$ cat src/rtl/brx_pkg.sv
// Shared types of the branch resolution unit.
// Assumes: condition codes are 4 bits; values 14 and 15 are reserved.
package brx_pkg;

    localparam int BRC_W = 4;

    typedef enum logic [BRC_W-1:0] {
        BC_JMP  = 4'd0,
        BC_JMPL = 4'd1,
        BC_EQ   = 4'd2,
        BC_NE   = 4'd3,
        BC_UGT  = 4'd4,
        BC_UGE  = 4'd5,
        BC_ULT  = 4'd6,
        BC_ULE  = 4'd7,
        BC_SGT  = 4'd8,
        BC_SGE  = 4'd9,
        BC_SLT  = 4'd10,
        BC_SLE  = 4'd11,
        BC_BTST = 4'd12,
        BC_EXIT = 4'd13
    } brc_e;

    typedef struct packed {
        logic eq;
        logic ltu;
        logic lts;
        logic anybit;
    } cmp_flags_t;

endpackage

$ cat src/rtl/brx_operand_mux.sv
// Right-operand selector: picks the register value or the sign-extended immediate.
// Assumes: IMM_W < DATA_W.
module brx_operand_mux #(
    parameter int DATA_W = 64,
    parameter int IMM_W  = 32
) (
    input  logic [DATA_W-1:0] rhs_reg,
    input  logic [IMM_W-1:0]  imm,
    input  logic              use_imm,
    output logic [DATA_W-1:0] rhs
);
    localparam int EXT_W = DATA_W - IMM_W;

    // choose source of the right operand
    always_comb begin
        if (use_imm) rhs = {{EXT_W{imm[IMM_W-1]}}, imm};
        else         rhs = rhs_reg;
    end
endmodule

$ cat src/rtl/brx_comparator.sv
// Comparator: equality, unsigned-less, signed-less and bit-overlap flags,
// on the full width or on the low NARROW_W bits.
// Assumes: NARROW_W <= DATA_W.
module brx_comparator
    import brx_pkg::*;
#(
    parameter int DATA_W   = 64,
    parameter int NARROW_W = 32
) (
    input  logic [DATA_W-1:0] lhs,
    input  logic [DATA_W-1:0] rhs,
    input  logic              narrow,
    output cmp_flags_t        flags
);
    localparam logic [DATA_W-1:0]   W_SIGN = {1'b1, {(DATA_W-1){1'b0}}};
    localparam logic [NARROW_W-1:0] N_SIGN = {1'b1, {(NARROW_W-1){1'b0}}};

    cmp_flags_t wide_f;
    cmp_flags_t narrow_f;

    // full-width flags; signed order via sign-bit flip
    always_comb begin
        wide_f.eq     = (lhs == rhs);
        wide_f.ltu    = (lhs < rhs);
        wide_f.lts    = ((lhs ^ W_SIGN) < (rhs ^ W_SIGN));
        wide_f.anybit = |(lhs & rhs);
    end

    generate
        if (NARROW_W < DATA_W) begin : g_lane
            logic [NARROW_W-1:0] la, lb;
            assign la = lhs[NARROW_W-1:0];
            assign lb = rhs[NARROW_W-1:0];
            // low-lane flags, sign taken from bit NARROW_W-1
            always_comb begin
                narrow_f.eq     = (la == lb);
                narrow_f.ltu    = (la < lb);
                narrow_f.lts    = ((la ^ N_SIGN) < (lb ^ N_SIGN));
                narrow_f.anybit = |(la & lb);
            end
        end else begin : g_same
            assign narrow_f = wide_f;
        end
    endgenerate

    // pick lane
    always_comb flags = narrow ? narrow_f : wide_f;
endmodule

$ cat src/rtl/brx_cond_decode.sv
// Condition decoder: turns the code and comparator flags into a taken
// decision, the long-displacement select and the end-of-program marker.
// Assumes: reserved codes are never taken.
module brx_cond_decode
    import brx_pkg::*;
(
    input  logic [BRC_W-1:0] cond,
    input  cmp_flags_t       flags,
    output logic             hit,
    output logic             use_long,
    output logic             is_exit
);
    // decision table
    always_comb begin
        hit      = 1'b0;
        use_long = 1'b0;
        is_exit  = 1'b0;
        case (cond)
            BC_JMP:  hit = 1'b1;
            BC_JMPL: begin hit = 1'b1; use_long = 1'b1; end
            BC_EQ:   hit = flags.eq;
            BC_NE:   hit = !flags.eq;
            BC_UGT:  hit = !flags.eq && !flags.ltu;
            BC_UGE:  hit = !flags.ltu;
            BC_ULT:  hit = flags.ltu;
            BC_ULE:  hit = flags.ltu || flags.eq;
            BC_SGT:  hit = !flags.eq && !flags.lts;
            BC_SGE:  hit = !flags.lts;
            BC_SLT:  hit = flags.lts;
            BC_SLE:  hit = flags.lts || flags.eq;
            BC_BTST: hit = flags.anybit;
            BC_EXIT: is_exit = 1'b1;
            default: hit = 1'b0;
        endcase
    end
endmodule

$ cat src/rtl/brx_target_calc.sv
// Target adder: sequential address or sequential address plus the
// sign-extended short or long word displacement.
// Assumes: LDISP_W < PC_W and SDISP_W < LDISP_W.
module brx_target_calc #(
    parameter int PC_W    = 64,
    parameter int SDISP_W = 16,
    parameter int LDISP_W = 32
) (
    input  logic [PC_W-1:0]    pc,
    input  logic [LDISP_W-1:0] disp,
    input  logic               use_long,
    input  logic               take,
    output logic [PC_W-1:0]    next_pc
);
    localparam logic [PC_W-1:0] PC_ONE = {{(PC_W-1){1'b0}}, 1'b1};

    logic [PC_W-1:0] seq_pc;
    logic [PC_W-1:0] offset;

    // extend the selected displacement field
    always_comb begin
        if (use_long) offset = {{(PC_W-LDISP_W){disp[LDISP_W-1]}}, disp};
        else          offset = {{(PC_W-SDISP_W){disp[SDISP_W-1]}}, disp[SDISP_W-1:0]};
    end

    // form the next address
    always_comb begin
        seq_pc  = pc + PC_ONE;
        next_pc = take ? (seq_pc + offset) : seq_pc;
    end
endmodule

$ cat src/rtl/brx_branch_unit.sv
// Branch resolution unit top: registers the taken flag, next address and
// sticky halt for each accepted request.
// Assumes: one request per cycle; requests while halted are dropped.
module brx_branch_unit
    import brx_pkg::*;
#(
    parameter int PC_W     = 64,
    parameter int DATA_W   = 64,
    parameter int NARROW_W = 32,
    parameter int IMM_W    = 32,
    parameter int SDISP_W  = 16,
    parameter int LDISP_W  = 32
) (
    input  logic               clk,
    input  logic               rst_n,
    input  logic               req_valid,
    input  logic [PC_W-1:0]    cur_pc,
    input  logic [BRC_W-1:0]   cond,
    input  logic [DATA_W-1:0]  lhs,
    input  logic [DATA_W-1:0]  rhs_reg,
    input  logic [IMM_W-1:0]   imm,
    input  logic               use_imm,
    input  logic               cmp_narrow,
    input  logic [LDISP_W-1:0] disp,
    output logic               res_valid,
    output logic               taken,
    output logic [PC_W-1:0]    next_pc,
    output logic               halted
);
    localparam logic [PC_W-1:0] PC_ONE = {{(PC_W-1){1'b0}}, 1'b1};

    logic [DATA_W-1:0] rhs_sel;
    cmp_flags_t        flags;
    logic              cond_hit, use_long, is_exit;
    logic [PC_W-1:0]   pc_calc;
    logic              res_valid_q, taken_q, halted_q;
    logic [PC_W-1:0]   next_pc_q;
    logic              accept;

    brx_operand_mux #(.DATA_W(DATA_W), .IMM_W(IMM_W)) u_opmux (
        .rhs_reg(rhs_reg), .imm(imm), .use_imm(use_imm), .rhs(rhs_sel)
    );

    brx_comparator #(.DATA_W(DATA_W), .NARROW_W(NARROW_W)) u_cmp (
        .lhs(lhs), .rhs(rhs_sel), .narrow(cmp_narrow), .flags(flags)
    );

    brx_cond_decode u_dec (
        .cond(cond), .flags(flags), .hit(cond_hit),
        .use_long(use_long), .is_exit(is_exit)
    );

    brx_target_calc #(.PC_W(PC_W), .SDISP_W(SDISP_W), .LDISP_W(LDISP_W)) u_tgt (
        .pc(cur_pc), .disp(disp), .use_long(use_long),
        .take(cond_hit), .next_pc(pc_calc)
    );

    assign accept = req_valid && !halted_q;

    // result and halt registers
    always_ff @(posedge clk) begin
        if (!rst_n) begin
            res_valid_q <= 1'b0;
            taken_q     <= 1'b0;
            halted_q    <= 1'b0;
            next_pc_q   <= '0;
        end else if (accept) begin
            res_valid_q <= 1'b1;
            if (is_exit) begin
                halted_q  <= 1'b1;
                taken_q   <= 1'b0;
                next_pc_q <= cur_pc;
            end else begin
                taken_q   <= cond_hit;
                next_pc_q <= pc_calc;
            end
        end else begin
            res_valid_q <= 1'b0;
            taken_q     <= 1'b0;
        end
    end

    assign res_valid = res_valid_q;
    assign taken     = taken_q;
    assign next_pc   = next_pc_q;
    assign halted    = halted_q;


    halt_sticky_chk: assert property (@(posedge clk) disable iff (!rst_n)
        halted_q |=> halted_q);


    exit_hold_chk: assert property (@(posedge clk) disable iff (!rst_n)
        (accept && cond == BC_EXIT) |=> (halted_q && !taken_q && next_pc_q == $past(cur_pc)));


    idle_hold_chk: assert property (@(posedge clk) disable iff (!rst_n)
        !req_valid |=> (!res_valid_q && !taken_q && $stable(next_pc_q)));


    valid_source_chk: assert property (@(posedge clk) disable iff (!rst_n)
        res_valid_q |-> $past(req_valid));


    not_taken_seq_chk: assert property (@(posedge clk) disable iff (!rst_n)
        (res_valid_q && !taken_q && !$past(halted_q) && !halted_q) |-> (next_pc_q == $past(cur_pc) + PC_ONE));


    jmp_taken_chk: assert property (@(posedge clk) disable iff (!rst_n)
        (accept && (cond == BC_JMP || cond == BC_JMPL)) |=> taken_q);


    ugt_ult_excl_chk: assert property (@(posedge clk) disable iff (!rst_n)
        !(flags.eq && flags.ltu));
endmodule

$ cat config.mk
export PLATFORM = sky130hd
export DESIGN_NAME = brx_branch_unit
export DESIGN_NICKNAME = d
export VERILOG_FILES = /design/src/rtl/brx_pkg.sv /design/src/rtl/brx_operand_mux.sv /design/src/rtl/brx_comparator.sv /design/src/rtl/brx_cond_decode.sv /design/src/rtl/brx_target_calc.sv /design/src/rtl/brx_branch_unit.sv
export SDC_FILE = /design/constraint.sdc
export NUM_CORES = 1
export LEC_CHECK = 0
export CORE_MARGIN = 4
export CORE_UTILIZATION = 50
export CTS_CLUSTER_SIZE = 10
export DETAILED_ROUTE_END_ITERATION = 16
export PLACE_DENSITY = 0.93
export SLEW_MARGIN = 30
export SYNTH_ARGS = -nofsm -noshare
export SYNTH_HDL_FRONTEND = slang
export SYNTH_SLANG_ARGS = --single-unit
$ cat constraint.sdc
create_clock -name clk -period 5.8 [get_ports clk]
set_input_delay 1.16 -clock clk [delete_from_list [all_inputs] [get_ports clk]]
set_output_delay 1.16 -clock clk [all_outputs]
set_load 0.02 [all_outputs]
# Word level (Yosys, flattened, before mapping)
# Cells that the tools add are included.
[word_totals]
ff_bits = 67
input_bits = 265
wordCells = 57
[op_classes]
addsub = 2
order_cmp = 4
n_eq_ne = 15
muxes = 9
n_bitwise = 8
n_reduce_logical = 15
[op_table]
columns = ["op", "count"]
rows = [
  ["two-way mux 64 bit", 4],
  ["< comparator 64 bit", 2],
  ["adder 64 x 1 -> 64 bit (second input constant)", 1],
  ["adder 64 bit", 1],
  ["bitwise AND 64 bit", 1],
  ["equality test 64 bit", 1],
  ["< comparator 32 bit", 2],
  ["OR reduction 64 bit", 1],
  ["bitwise AND 32 bit", 1],
  ["equality test 32 bit", 1],
  ["OR reduction 32 bit", 1],
  ["equality test 4 bit (second input constant)", 6],
  ["equality test 4 x 3 -> 1 bit (second input constant)", 4],
  ["case mux 1 bit (12 select lines)", 1],
  ["equality test 4 x 2 -> 1 bit (second input constant)", 2],
  ["NOT 1 bit", 6],
  ["equality test 4 x 1 -> 1 bit (second input constant)", 1],
  ["zero test 1 bit", 4],
  ["zero test 4 bit", 1],
  ["two-way mux 4 bit", 1],
  ["logical AND 1 bit", 3],
  ["two-way mux 1 bit", 3],
  ["OR reduction 3 bit", 1],
  ["logical OR 1 bit", 2],
  ["other kinds (2)", 2],
]

# Logic depth before layout (Yosys ltp)
# Gate-level depths: netlist of the first run.
[depth]
depth_word = 9
depth_mapped = 21

# Hierarchy
# Synthesis of the first run repeated with hierarchy kept, for this count alone.
[hier_totals]
hier_cells = 1677
hier_area_um2 = 13031.2
[modules_own_cells]
columns = ["mod", "n_inst", "cells_each", "area_each_um2"]
rows = [
  ["brx_target_calc", 1, 953, 6218.5],
  ["brx_branch_unit", 1, 293, 2917.8],
  ["brx_comparator", 1, 333, 2661.3],
  ["brx_operand_mux", 1, 74, 1088.5],
  ["brx_cond_decode", 1, 24, 145.1],
]

# Worst setup path before layout of the first run
# No wires, ideal clock.
[synth_path]
path_type = "input to register"
start = "in cond[3]"
end = "reg next_pc_q[63] (netlist: next_pc[63])"
setup_time_ps = 121
t_arrival_ps = 5250
slack_ps = 429
path_stages = 18
n_path_buf = 2
cell_sequence = "clkbuf_1 -> nor2_1 -> a21boi_1 -> a31oi_1 -> inv_1 -> ha_1 -> clkbuf_1 -> a21oi_1 -> o21ai_1 -> o41ai_1 -> nor2_1 -> nor4_1 -> a2111oi_0 -> or4_1 -> o211ai_1 -> a21oi_1 -> xnor2_1 -> a21oi_1"
[synth_via]
elab_chain_cells = 6
[synth_lines]
columns = ["element", "line_no", "text"]
rows = [
  ["start, declared", "brx_branch_unit.sv:18", "input logic [BRC_W-1:0] cond,"],
  ["equality test 4 x 1 -> 1 bit", "brx_cond_decode.sv:18", "case (cond)"],
  ["two-way mux 1 bit", "brx_cond_decode.sv:18", ""],
  ["two-way mux 64 bit", "brx_target_calc.sv:22", "if (use_long) offset = {{(PC_W-LDISP_W){disp[LDISP_W-1]}}, disp};"],
  ["adder 64 bit", "brx_target_calc.sv:29", "next_pc = take ? (seq_pc + offset) : seq_pc;"],
  ["two-way mux 64 bit", "brx_target_calc.sv:29", ""],
  ["two-way mux 64 bit (*)", "brx_branch_unit.sv:69", "if (is_exit) begin"],
  ["end signal, assigned", "brx_branch_unit.sv:72", "next_pc_q <= cur_pc;"],
  ["end signal, assigned", "brx_branch_unit.sv:75", "next_pc_q <= pc_calc;"],
  ["end, declared", "brx_branch_unit.sv:37", "logic [PC_W-1:0] next_pc_q;"],
]
# Every way passes the cells marked *; elsewhere a longest branch is shown, timed or not.
# A chain may end at the register's enable or synchronous reset.

# Worst setup path in the final report of the first run
[layout_path]
start = "in cur_pc[15]"
end = "reg next_pc_q[63] (netlist: next_pc[63])"
[layout_via]
elab_chain_cells = 4
[layout_lines]
columns = ["element", "line_no", "text"]
rows = [
  ["start, declared", "brx_branch_unit.sv:17", "input logic [PC_W-1:0] cur_pc,"],
  ["adder 64 x 1 -> 64 bit (*)", "brx_target_calc.sv:28", "seq_pc = pc + PC_ONE;"],
  ["adder 64 bit", "brx_target_calc.sv:29", ""],
  ["two-way mux 64 bit (*)", "brx_target_calc.sv:29", ""],
  ["two-way mux 64 bit (*)", "brx_branch_unit.sv:69", ""],
]
# Marks and branches as above.

==> results of run 1 <==
registers in the layout, summed over array words and instances (netlist names):
register   cells
res_valid      1
halted         1
taken          1
next_pc       64
layout make-up:
type                            count  area share (%)
Clock buffer                       13            1.57
Clock inverter                      2           0.212
Inverter                           95            2.16
Multi-Input combinational cell   1345            58.5
Sequential cell                    67            8.12
Tap cell                          313            2.37
Timing Repair Buffer              481            27.0
worst reg2reg max path: stages, from the launching register on:
cell	delay, ps
dfxtp_1	330
nor2b_1	110
buf_4	330
nand2_1	530
nor2_2	880
o21ai_0	260
nand3_1	140
metrics by stage:
step           setup WS, ps  area [sq um]  power (uW)
6_report              -32.1         16500        2700
5_1_grt                -196         16500        2840
4_1_cts                82.9         16500        2650
3_5_place_dp           -199         16200        2070
3_3_place_gp           25.9         16200        2010
2_1_floorplan           429         11700        1400
cells by family (layout without fill, tap and decap cells):
group	Yosys count	count (layout)	synth area share, %
buffers and inverters	178	591	6.03
and+or+nand+nor	464	464	20.2
DFF	67	67	11.5
muxes	32	32	2.76
xor gates and xnor gates	122	122	9.17
adders and majority gates	195	195	21.0
AOI/OAI and AO/OA	532	532	29.3
routing by layer:
metal | global-route usage, % | vias to the layer above | part of all wire (%)
met2 | 57.7 | 967 | 46
li1 | - | 6680 | -
met5 | 0 | - | 0.066
met1 | 41.2 | 6769 | 38
met3 | 8.11 | 261 | 9.9
met4 | 17.0 | 4 | 6.1
power breakdown:
part	leakage (uW)	switching, uW	internal, uW	total (uW)
combinational	0.00662	839	734	1570
sequential	0.000553	35.6	514	549
clock	0.000146	224	354	578
worst max-delay path by stage:
stage | from | end | cells after the start
after floorplan | cond[3] | next_pc[63] | 18
after global placement | cur_pc[15] | next_pc[63] | 20
after detailed placement | cur_pc[15] | next_pc[63] | 20
after CTS | cur_pc[15] | next_pc[63] | 20
after global routing | cur_pc[15] | next_pc[63] | 20
final | cur_pc[15] | next_pc[63] | 20
what timing repair did:
action	in CTS	in global routing
endpoints found under the setup margin	0	19
hold endpoints to repair	0	0
gates resized for setup	0	8
placed cells by master, fill, tap and decap left out, types with 14 or more instances in the layout:
master | netlist | final
nand3_1 | 100 | 99
a21o_1 | 35 | 35
o211ai_1 | 20 | 20
nor2_1 | 81 | 77
nor4_1 | 18 | 17
nand2_1 | 120 | 120
a31o_2 | 22 | 22
o21ai_1 | 13 | 14
xnor2_1 | 71 | 71
and3_1 | 31 | 31
o21ai_0 | 123 | 122
ha_1 | 194 | 194
buf_4 | 1 | 147
a21oi_1 | 163 | 163
a211oi_1 | 43 | 43
inv_1 | 94 | 94
clkdlybuf4s50_1 | 0 | 329
mux2i_1 | 31 | 31
dfxtp_1 | 67 | 67
nor3_1 | 17 | 16
xor2_1 | 51 | 50
nand4_1 | 29 | 29
==> impl_results.md, run 1 <==
- Flops & latches, synth: 67
- WP data arrival: about 6000 ps
- Final wirelength: 47300 um
- Max Buffers Root-to-Sink: 2
- Slew Limit Fails: 0
- Synth top area share: between 20% and 30%
- Area growth syn-to-layout: 41.8%
- Reg-to-Reg End: next_pc[31]
- Pwr Density: 163 nW/um^2
- Pin count of the biggest net entering global routing: 66
- Mapped Avg Cell Area: 7.33 sq um
- Vias: 14700
- Highest clock rate: 0.171 GHz
- CP peak stage delay: 520 ps
- Die height: 161 um
- Placer congestion estimate: 1.11
- Worst vdd ir: 147 uV
- FP Rows: between 50 and 60
- Slew headroom: 40.0%
- Wire length per cell: slightly above 20 um
- Fillcell total: around 1700
- Die width: ~160 um
- Root buffer cell: clkbuf_16
- Fin cells: 2316
- Hold_sp: next_pc[32]
- Worst hold slack: 465 ps
- Initial Utilization: 51.2%
- Core area: about 23000 sq um
- Initial antenna violation count: 2
- Clock H-tree levels: 3
- Num CTS Buffers: 9
- Nature of the critical path startpoint: primary input
- First-pass GRT wire length: 73900 um
- Storage element area: 1340 sq um
- Area leader, netlist: ha_1
- Final setup vio count: 1
- Flop2flop setup slack: between 3000 and 4000 ps
- CTS hold repair buffers: 0
- Top_reg_cell synth: dfxtp_1
- IO Port Bufs: approximately 330
- Critical R2R Launch: halted
- Failing checks: setup timing
- Final Hold Fails: 0
- CTS tree: done
- Clock-pin transition on the worst setup and hold timing paths: 60 ps
- Nets@finish: 2459
- Hold EP: next_pc[32]
- Most frequent cells after synthesis: ha_1, a21oi_1, o21ai_0
- Syn nets: 2050
- Post-DR vias/cell: 6.34
- Tcrit/Tclk final: 101%
- Worst-path fanout max: 2
- MaxCap Viol Count: 0
- Post CTS Setup Buffer Count: 0
- Fin util: between 70% and 80%
- WS Path Type: in -> reg
- N_diodes: 0
- IO Count: roughly 330
- Sequential share of the synthesized area: 11.5%
- Initial DRC Count: 1549
- R2R depth: 6
- Fraction of layout cells with a size suffix above 1: 11.1%
- Syn. warnings: 0
- Hold Path Depth: 2
- Fin Setup TNS: -32.1 ps
- Crit-path slowest cell: clkdlybuf4s50_1
- Synth Instances: 1590
- Status: finished, violations left
- Drt drc: 0
- Tmin final: 5830 ps
- GRT overflow: 0
- WP data required: about 6100 ps
- Most used cell, CP: a21oi_1
- RSZ-0062 raised after global routing: true
- 1st-pass router iterations: 6
- Vias in the first global route: 14400
- Syn Std Cell Area: 11700 sq um
- Setup crit end kind: flop
- Dpl cells: 2301
- Hold Path Class: reg -> reg
- Yosys cell types: 82
- Main area contributors after synthesis: ha_1, dfxtp_1, a21oi_1
- Ys async rst share: 0%
- Clock skew: 8.27 ps
- Detail Route Antenna Nets: 0
- Leakage: 0.00732 uW
- Later-pin clock latency in the skew report: 360 ps
- Worst slew pin tran: 899 ps
- DIE AREA: roughly 26000 sq um
- Final setup margin: -32.1 ps
- Multi-input gate area: just under 10000 sq um
- Most common cell in the netlist: ha_1
- Total GRT Usage: 34.4%
- Worst path cell trace: clkdlybuf4s50_1 > and3_1 > or3b_1 > or2_1 > nor3_1 > and4_1 > xor2_1 > ha_1 > nand2_1 > o21ai_1 > o41ai_1 > a21oi_1 > o31ai_1 > a2111oi_0 > buf_4 > or4_1 > o211ai_1 > a21oi_1 > xnor2_1 > a21oi_1
- Sink Count: 67
- EDFF count, synth: 0
- Buffers & Inverters on Critical Path: 2
- DP HPWL: 37300 um
- Crit path max-delay family: simple AND/OR/NAND/NOR gates
Note: power is estimated with default switching activity, not from simulation.
==> inputs of run 2 (changes only) <==
--- a/config.mk
+++ b/config.mk
@@ -9,7 +9,7 @@
 export CORE_UTILIZATION = 50
 export CTS_CLUSTER_SIZE = 10
 export DETAILED_ROUTE_END_ITERATION = 16
-export PLACE_DENSITY = 0.93
+export PLACE_DENSITY = 0.86
 export SLEW_MARGIN = 30
 export SYNTH_ARGS = -nofsm -noshare
 export SYNTH_HDL_FRONTEND = slang
==> run 2 against run 1 <==
  * The run now ends clean
  * Fmax is 3.6% higher
  * Non-clock buffer count is 45 higher
  * Routed wire length is 0.95% lower
  * Via count is 1.4% lower
  * Register-to-register slack better by 40 ps
  * Sequential share of layout area is 0.18 points lower
  * Clock power is 1% higher
  * Sequential cell count stayed put
  * Clock skew is 2.7 ps lower
  * Largest cell class unchanged
==> impl_results.md, run 2 (synthesis gave the netlist of run 1 again) <==
- Status: complete, no violations
- Area growth syn-to-layout: 45.1%
- Flop2flop setup slack: 3200 ps (+40 ps)
- Later-pin clock latency in the skew report: 350 ps (about the same)
- Hold_sp: next_pc[32]
- Worst vdd ir: 147 uV (+0.35%)
- Initial Utilization: 51.2% (unchanged)
- DP HPWL: 37600 um (+0.85%)
- CP peak stage delay: 620 ps (+100 ps)
- Post-DR vias/cell: 6.12 (-3.5%)
- Pin count of the biggest net entering global routing: 66 (unchanged)
- Crit-path slowest cell: clkdlybuf4s50_1
- Root buffer cell: clkbuf_16
- WP data arrival: 5870 ps (-240 ps)
- R2R depth: 6 (unchanged)
- Worst slew pin tran: 848 ps (-51.1 ps)
- Tmin final: 5630 ps (-202 ps)
- Core area: 22800 sq um (unchanged)
- Fraction of layout cells with a size suffix above 1: 13.6% (+2.5 points)
- Final wirelength: 46800 um (-0.95%)
- Slew headroom: 43.4% (+3.4 points)
- Critical R2R Launch: halted
- Num CTS Buffers: 9 (unchanged)
- Final Hold Fails: 0 (unchanged)
- Pwr Density: 161 nW/um^2 (-1.4%)
- Hold EP: next_pc[32]
- Worst-path fanout max: 3 (+1)
- Dpl ws: -140 ps (+58.9 ps)
- First-pass GRT wire length: 73600 um (-0.38%)
- Max Buffers Root-to-Sink: 2 (unchanged)
- DIE AREA: 25800 sq um (unchanged)
- Placer congestion estimate: 1.00 (-9.6%)
- Clock H-tree levels: 3 (unchanged)
- Leakage: 0.00756 uW (+3.3%)
- FP Rows: 55 (unchanged)
- WP data required: 6040 ps (-40 ps)
- Initial antenna violation count: 3 (+1)
- Most frequent cells in the layout: clkdlybuf4s50_1, ha_1, buf_4
- Sink Count: 67 (unchanged)
- Worst path cell trace: clkdlybuf4s50_1 > nand4_1 > or3b_1 > or2_1 > nor2_2 > nand2_1 > nor2_1 > nand3_1 > xnor2_2 > ha_1 > and2_1 > and3_1 > o21ai_0 > a21oi_1 > o31ai_2 > a2111oi_0 > buf_4 > or4_1 > o211ai_1 > a21oi_1 > xnor2_1 > a21oi_1
- Fillcell total: 1810 (+8.6%)
- GRT overflow: 0 (unchanged)
- Detail Route Antenna Nets: 0 (unchanged)
- RSZ-0062 raised after global routing: true
- IO Count: 332 (unchanged)
- Die width: 161 um (unchanged)
- IO Port Bufs: 331 (unchanged)
- Fin util: 74.3% (+1.7 points)
- Max reg flops: 64 (unchanged)
- Most common cell after layout, fill and taps aside: clkdlybuf4s50_1
- Tcrit/Tclk final: 97.1% (-3.5 points)
- 1st-pass router iterations: 5 (-1)
- Vias in the first global route: 14400 (+0.062%)
- Die height: 161 um (unchanged)
- Highest clock rate: 0.178 GHz (+3.6%)
- Slew Limit Fails: 0 (unchanged)
- Reg-to-Reg End: next_pc[52]
- Hold Path Depth: 2 (unchanged)
- Nature of the critical path startpoint: primary input
- Hold Path Class: reg -> reg
- Wire length per cell: 19.8 um (-3.0%)
- Setup crit end kind: flop
- Drt drc: 0 (unchanged)
- Initial DRC Count: 1403 (-9.4%)
- Vias: 14500 (-1.4%)
- Most used cell, CP: a21oi_1
- Clock skew: 5.57 ps (-2.70 ps)
- Nets@finish: 2504 (+1.8%)
- MaxCap Viol Count: 0 (unchanged)
- Final setup vio count: 0 (-1)
- CTS hold repair buffers: 0 (unchanged)
- Total GRT Usage: 34.4% (+0.037 points)
- Final setup margin: 170 ps (+202 ps)
- WS Path Type: in -> reg
- CTS tree: done
- Clock-pin transition on the worst setup and hold timing paths: 70 ps (about the same)
==> run 2: final cells by class <==
type	instances	area (sq um)	share of cell area, %
clock inverter	7	76.3	0.451
inverter	95	357	2.11
clock buffer	9	225	1.33
timing repair buffer	526	4780	28.3
tap	313	392	2.32
sequential	67	1340	7.93
multi-input combinational	1345	9730	57.5
antenna	4	10.0	0.0592
==> run 2: where the power goes <==
| part | internal (uW) | switching [uW] |
|---|---|---|
| logic | 758 | 835 |
| clock network | 336 | 249 |
| registers | 513 | 33.0 |
==> run 2: how the worst max path moves through the flow <==
| stage | start | endpoint | slack [ps] |
|---|---|---|---|
| after global placement | cur_pc[9] | next_pc[53] | -40 |
| after global routing | cur_pc[14] | next_pc[63] | -20 |
| after floorplan | cond[3] | next_pc[63] | 430 |
| after CTS | cur_pc[14] | next_pc[53] | 200 |
| final | cur_pc[9] | next_pc[63] | 170 |
| after detailed placement | cur_pc[14] | next_pc[53] | -140 |
==> run 2: per-layer routing <==
metal  routed length, um  track usage [%]  vias up
li1                    -                -     6792
met2               22100             58.6      788
met4                1870             13.4        0
met5                   0                0        -
met1               18600             42.7     6770
met3                4230             6.93      125
==> run 2: stage by stage <==
step	cells	hold slack, ps	total power [uW]	instance area, sq um	setup TNS [ps]
floorplan	1590	529	1400	11700	0
global placement	2344	444	2060	16500	-35.8
detailed placement	2344	452	2100	16500	-339
CTS	2360	461	2690	16800	0
global route	2365	486	2880	16900	-22.9
finish	2366	457	2720	16900	0
==> run 2: worst max-delay path: cells and delay by family <==
| kind | cells | cell delay [ps] |
|---|---|---|
| xor+xnor | 2 | 300 |
| buf+inv | 2 | 780 |
| compound gates | 7 | 970 |
| simple gates | 10 | 2340 |
| fa+ha+maj | 1 | 310 |
==> run 2: what timing repair did <==
action / CTS / global route
endpoints found under the setup margin: 0 / 10
gates resized for setup: 0 / 17
endpoints found under the hold margin: 0 / 0
buffers inserted: 0 / 2
==> inputs of run 3 (changes only) <==
--- a/config.mk
+++ b/config.mk
@@ -5,7 +5,6 @@
 export SDC_FILE = /design/constraint.sdc
 export NUM_CORES = 1
 export LEC_CHECK = 0
-export CORE_MARGIN = 4
 export CORE_UTILIZATION = 50
 export CTS_CLUSTER_SIZE = 10
 export DETAILED_ROUTE_END_ITERATION = 16
==> run 3 against run 2 <==
  * Routed wire length down 2.5%
  * Utilization down 0.60 points
  * Cell count down 0.85%
  * Sequential power about the same
  * Sequential share of layout area up 0.065 points
  * Fmax up 0.14%
  * Worst setup slack better by 7.9 ps
  * Non-clock buffer count down 18
==> impl_results.md, run 3 (synthesis gave the netlist of run 1 again) <==
- Area growth syn-to-layout: 43.9%
- Switch share: 40.1% (-0.90 points)
- Psw: 1100 uW (-1.1%)
- Status: complete, no violations
- Nets@finish: 2486 (-0.72%)
- Fin util: 73.7% (-0.60 points)
- Detail Route Antenna Nets: 0 (unchanged)
- IO Port Bufs: 331 (unchanged)
- Vias in the first global route: 14200 (-1.2%)
- CTS tree: done
- Setup crit end kind: flop
- GRT overflow: 0 (unchanged)
- Final setup margin: 178 ps (+7.95 ps)
- Most frequent cells in the layout: clkdlybuf4s50_1, ha_1, buf_4
- Vias: 14300 (-1.0%)
- Placer congestion estimate: 1.03 (+2.0%)
- IO Count: 332 (unchanged)
- R2R depth: 6 (unchanged)
- Wire length per cell: 19.5 um (-1.6%)
- Hold Path Class: reg -> reg
- Num CTS Buffers: 9 (unchanged)
- Dpl cells: 2328 (-0.68%)
- Flop pwr share: 19.8% (-0.2 points)
- Initial Utilization: 51.2% (unchanged)
- Core area: 22800 sq um (unchanged)
- Clock H-tree levels: 3 (unchanged)
- Most common cell after layout, fill and taps aside: clkdlybuf4s50_1
- Post-DR vias/cell: 6.11 (-0.18%)
- Max reg flops: 64 (unchanged)
- Initial antenna violation count: 2 (-1)
- Slew Limit Fails: 0 (unchanged)
- Fraction of layout cells with a size suffix above 1: 12.5% (-1.1 points)
- RSZ-0062 raised after global routing: true
- Slew headroom: 42.4% (-1.1 points)
- Tmin final: 5620 ps (-7.95 ps)
- Initial DRC Count: 1242 (-11%)
- Highest clock rate: 0.178 GHz (+0.14%)
- Pin count of the biggest net entering global routing: 66 (unchanged)
- Clock power share: 22.7% (+1.2 points)
- Final setup vio count: 0 (unchanged)
- Leakage: 0.00746 uW (-1.3%)
- Hold Path Depth: 2 (unchanged)
- Final wirelength: 45700 um (-2.5%)
- Drt drc: 0 (unchanged)
- First-pass GRT wire length: 71800 um (-2.5%)
- Nature of the critical path startpoint: primary input
- Dpl ws: -192 ps (-52.4 ps)
- P_int: 1650 uW (+2.7%)
- Final Power: 2760 uW (+1.1%)
- DIE AREA: 23900 sq um (-7.3%)
- Comb pwr share: 57.5% (-1.0 points)
- FP Rows: 55 (unchanged)
- Later-pin clock latency in the skew report: 360 ps (about the same)
- Fin cells: 2346 (-0.85%)
- Final Hold Fails: 0 (unchanged)
- WP data required: 6020 ps (-20 ps)
- Max Buffers Root-to-Sink: 2 (unchanged)
- Tcrit/Tclk final: 96.9% (-0.14 points)
- DP HPWL: 36900 um (-2.1%)
- Clock-pin transition on the worst setup and hold timing paths: 70 ps (about the same)
- Die height: 155 um (-3.7%)
- MaxCap Viol Count: 0 (unchanged)
- Total GRT Usage: 37.3% (+2.9 points)
- Root buffer cell: clkbuf_16
- Pwr Density: 164 nW/um^2 (+2.0%)
- Worst vdd ir: 152 uV (+3.4%)
- Sink Count: 67 (unchanged)
- Fin Setup TNS: 0 ps (unchanged)
- Worst slew pin tran: 864 ps (+15.9 ps)
- Die width: 155 um (-3.7%)
- WS Path Type: in -> reg
- 1st-pass router iterations: 5 (unchanged)
- Clock skew: 6.89 ps (+1.32 ps)
- Worst-path fanout max: 6 (+3)
- WP data arrival: 5850 ps (-20 ps)
## run 3: cell type report
cell class | count | area [sq um]
multi-input combinational | 1345 | 9700
fill | 1777 | 6000
timing repair buffer | 508 | 4660
sequential | 67 | 1340
tap | 313 | 392
inverter | 95 | 357
clock buffer | 10 | 239
clock inverter | 6 | 88.8
antenna | 2 | 5.00
## run 3: worst max-delay path, cell delays in order
cell and delay (ps):
clkdlybuf4s50_1 630, nand4_1 160, or3b_1 400, or2_1 290, nor2_2 160, nand2_1 80
nor2_1 160, nand3_1 110, xnor2_1 230, ha_1 290, buf_4 140, buf_4 140
a21o_1 150, a21oi_1 150, o221ai_1 130, a21oi_1 220, o2111a_1 300, o41ai_4 120
a41o_2 320, a41oi_1 240, xor2_1 180, o21ai_1 70
## run 3: power by group through the flow
stage / clock network (uW) / registers (uW) / logic (uW)
2_1_floorplan: 0 / 612 / 791
3_5_place_dp: 0 / 555 / 1540
4_1_cts: 626 / 545 / 1550
6_report: 625 / 546 / 1590
3_3_place_gp: 0 / 554 / 1500
5_1_grt: 645 / 551 / 1710
## run 3: path summary, 6_finish.rpt
| kind | from | to | slack [ps] |
|---|---|---|---|
| hold / removal | next_pc[32] | next_pc[32] | 450 |
| hold reg to reg | next_pc[32] | next_pc[32] | 450 |
| setup reg to reg | halted | next_pc[52] | 2710 |
| setup / recovery | cur_pc[9] | next_pc[58] | 180 |
## run 3: timing repair
action                                  4_1_cts  5_1_grt
setup buffers                                 0        0
hold buffers                                  0        0
endpoints found under the setup margin        0       12
resized for setup                             0       10
## run 3: layer usage
metal  wire [um]  GRT usage (%)  vias up  share of wire (%)
li1            -              -     6735                  -
met1       19000           47.1     6720                 42
met2       21100           62.5      735                 46
met3        3620           5.44      137                7.9
met4        1910           17.4        0                4.2
met5           0              0        -                  0
## run 3: through the flow
stage,instance area (sq um),hold slack (ps)
floorplan,11700,529
global placement,16400,444
detailed placement,16400,446
CTS,16700,454
global route,16800,469
finish,16800,454
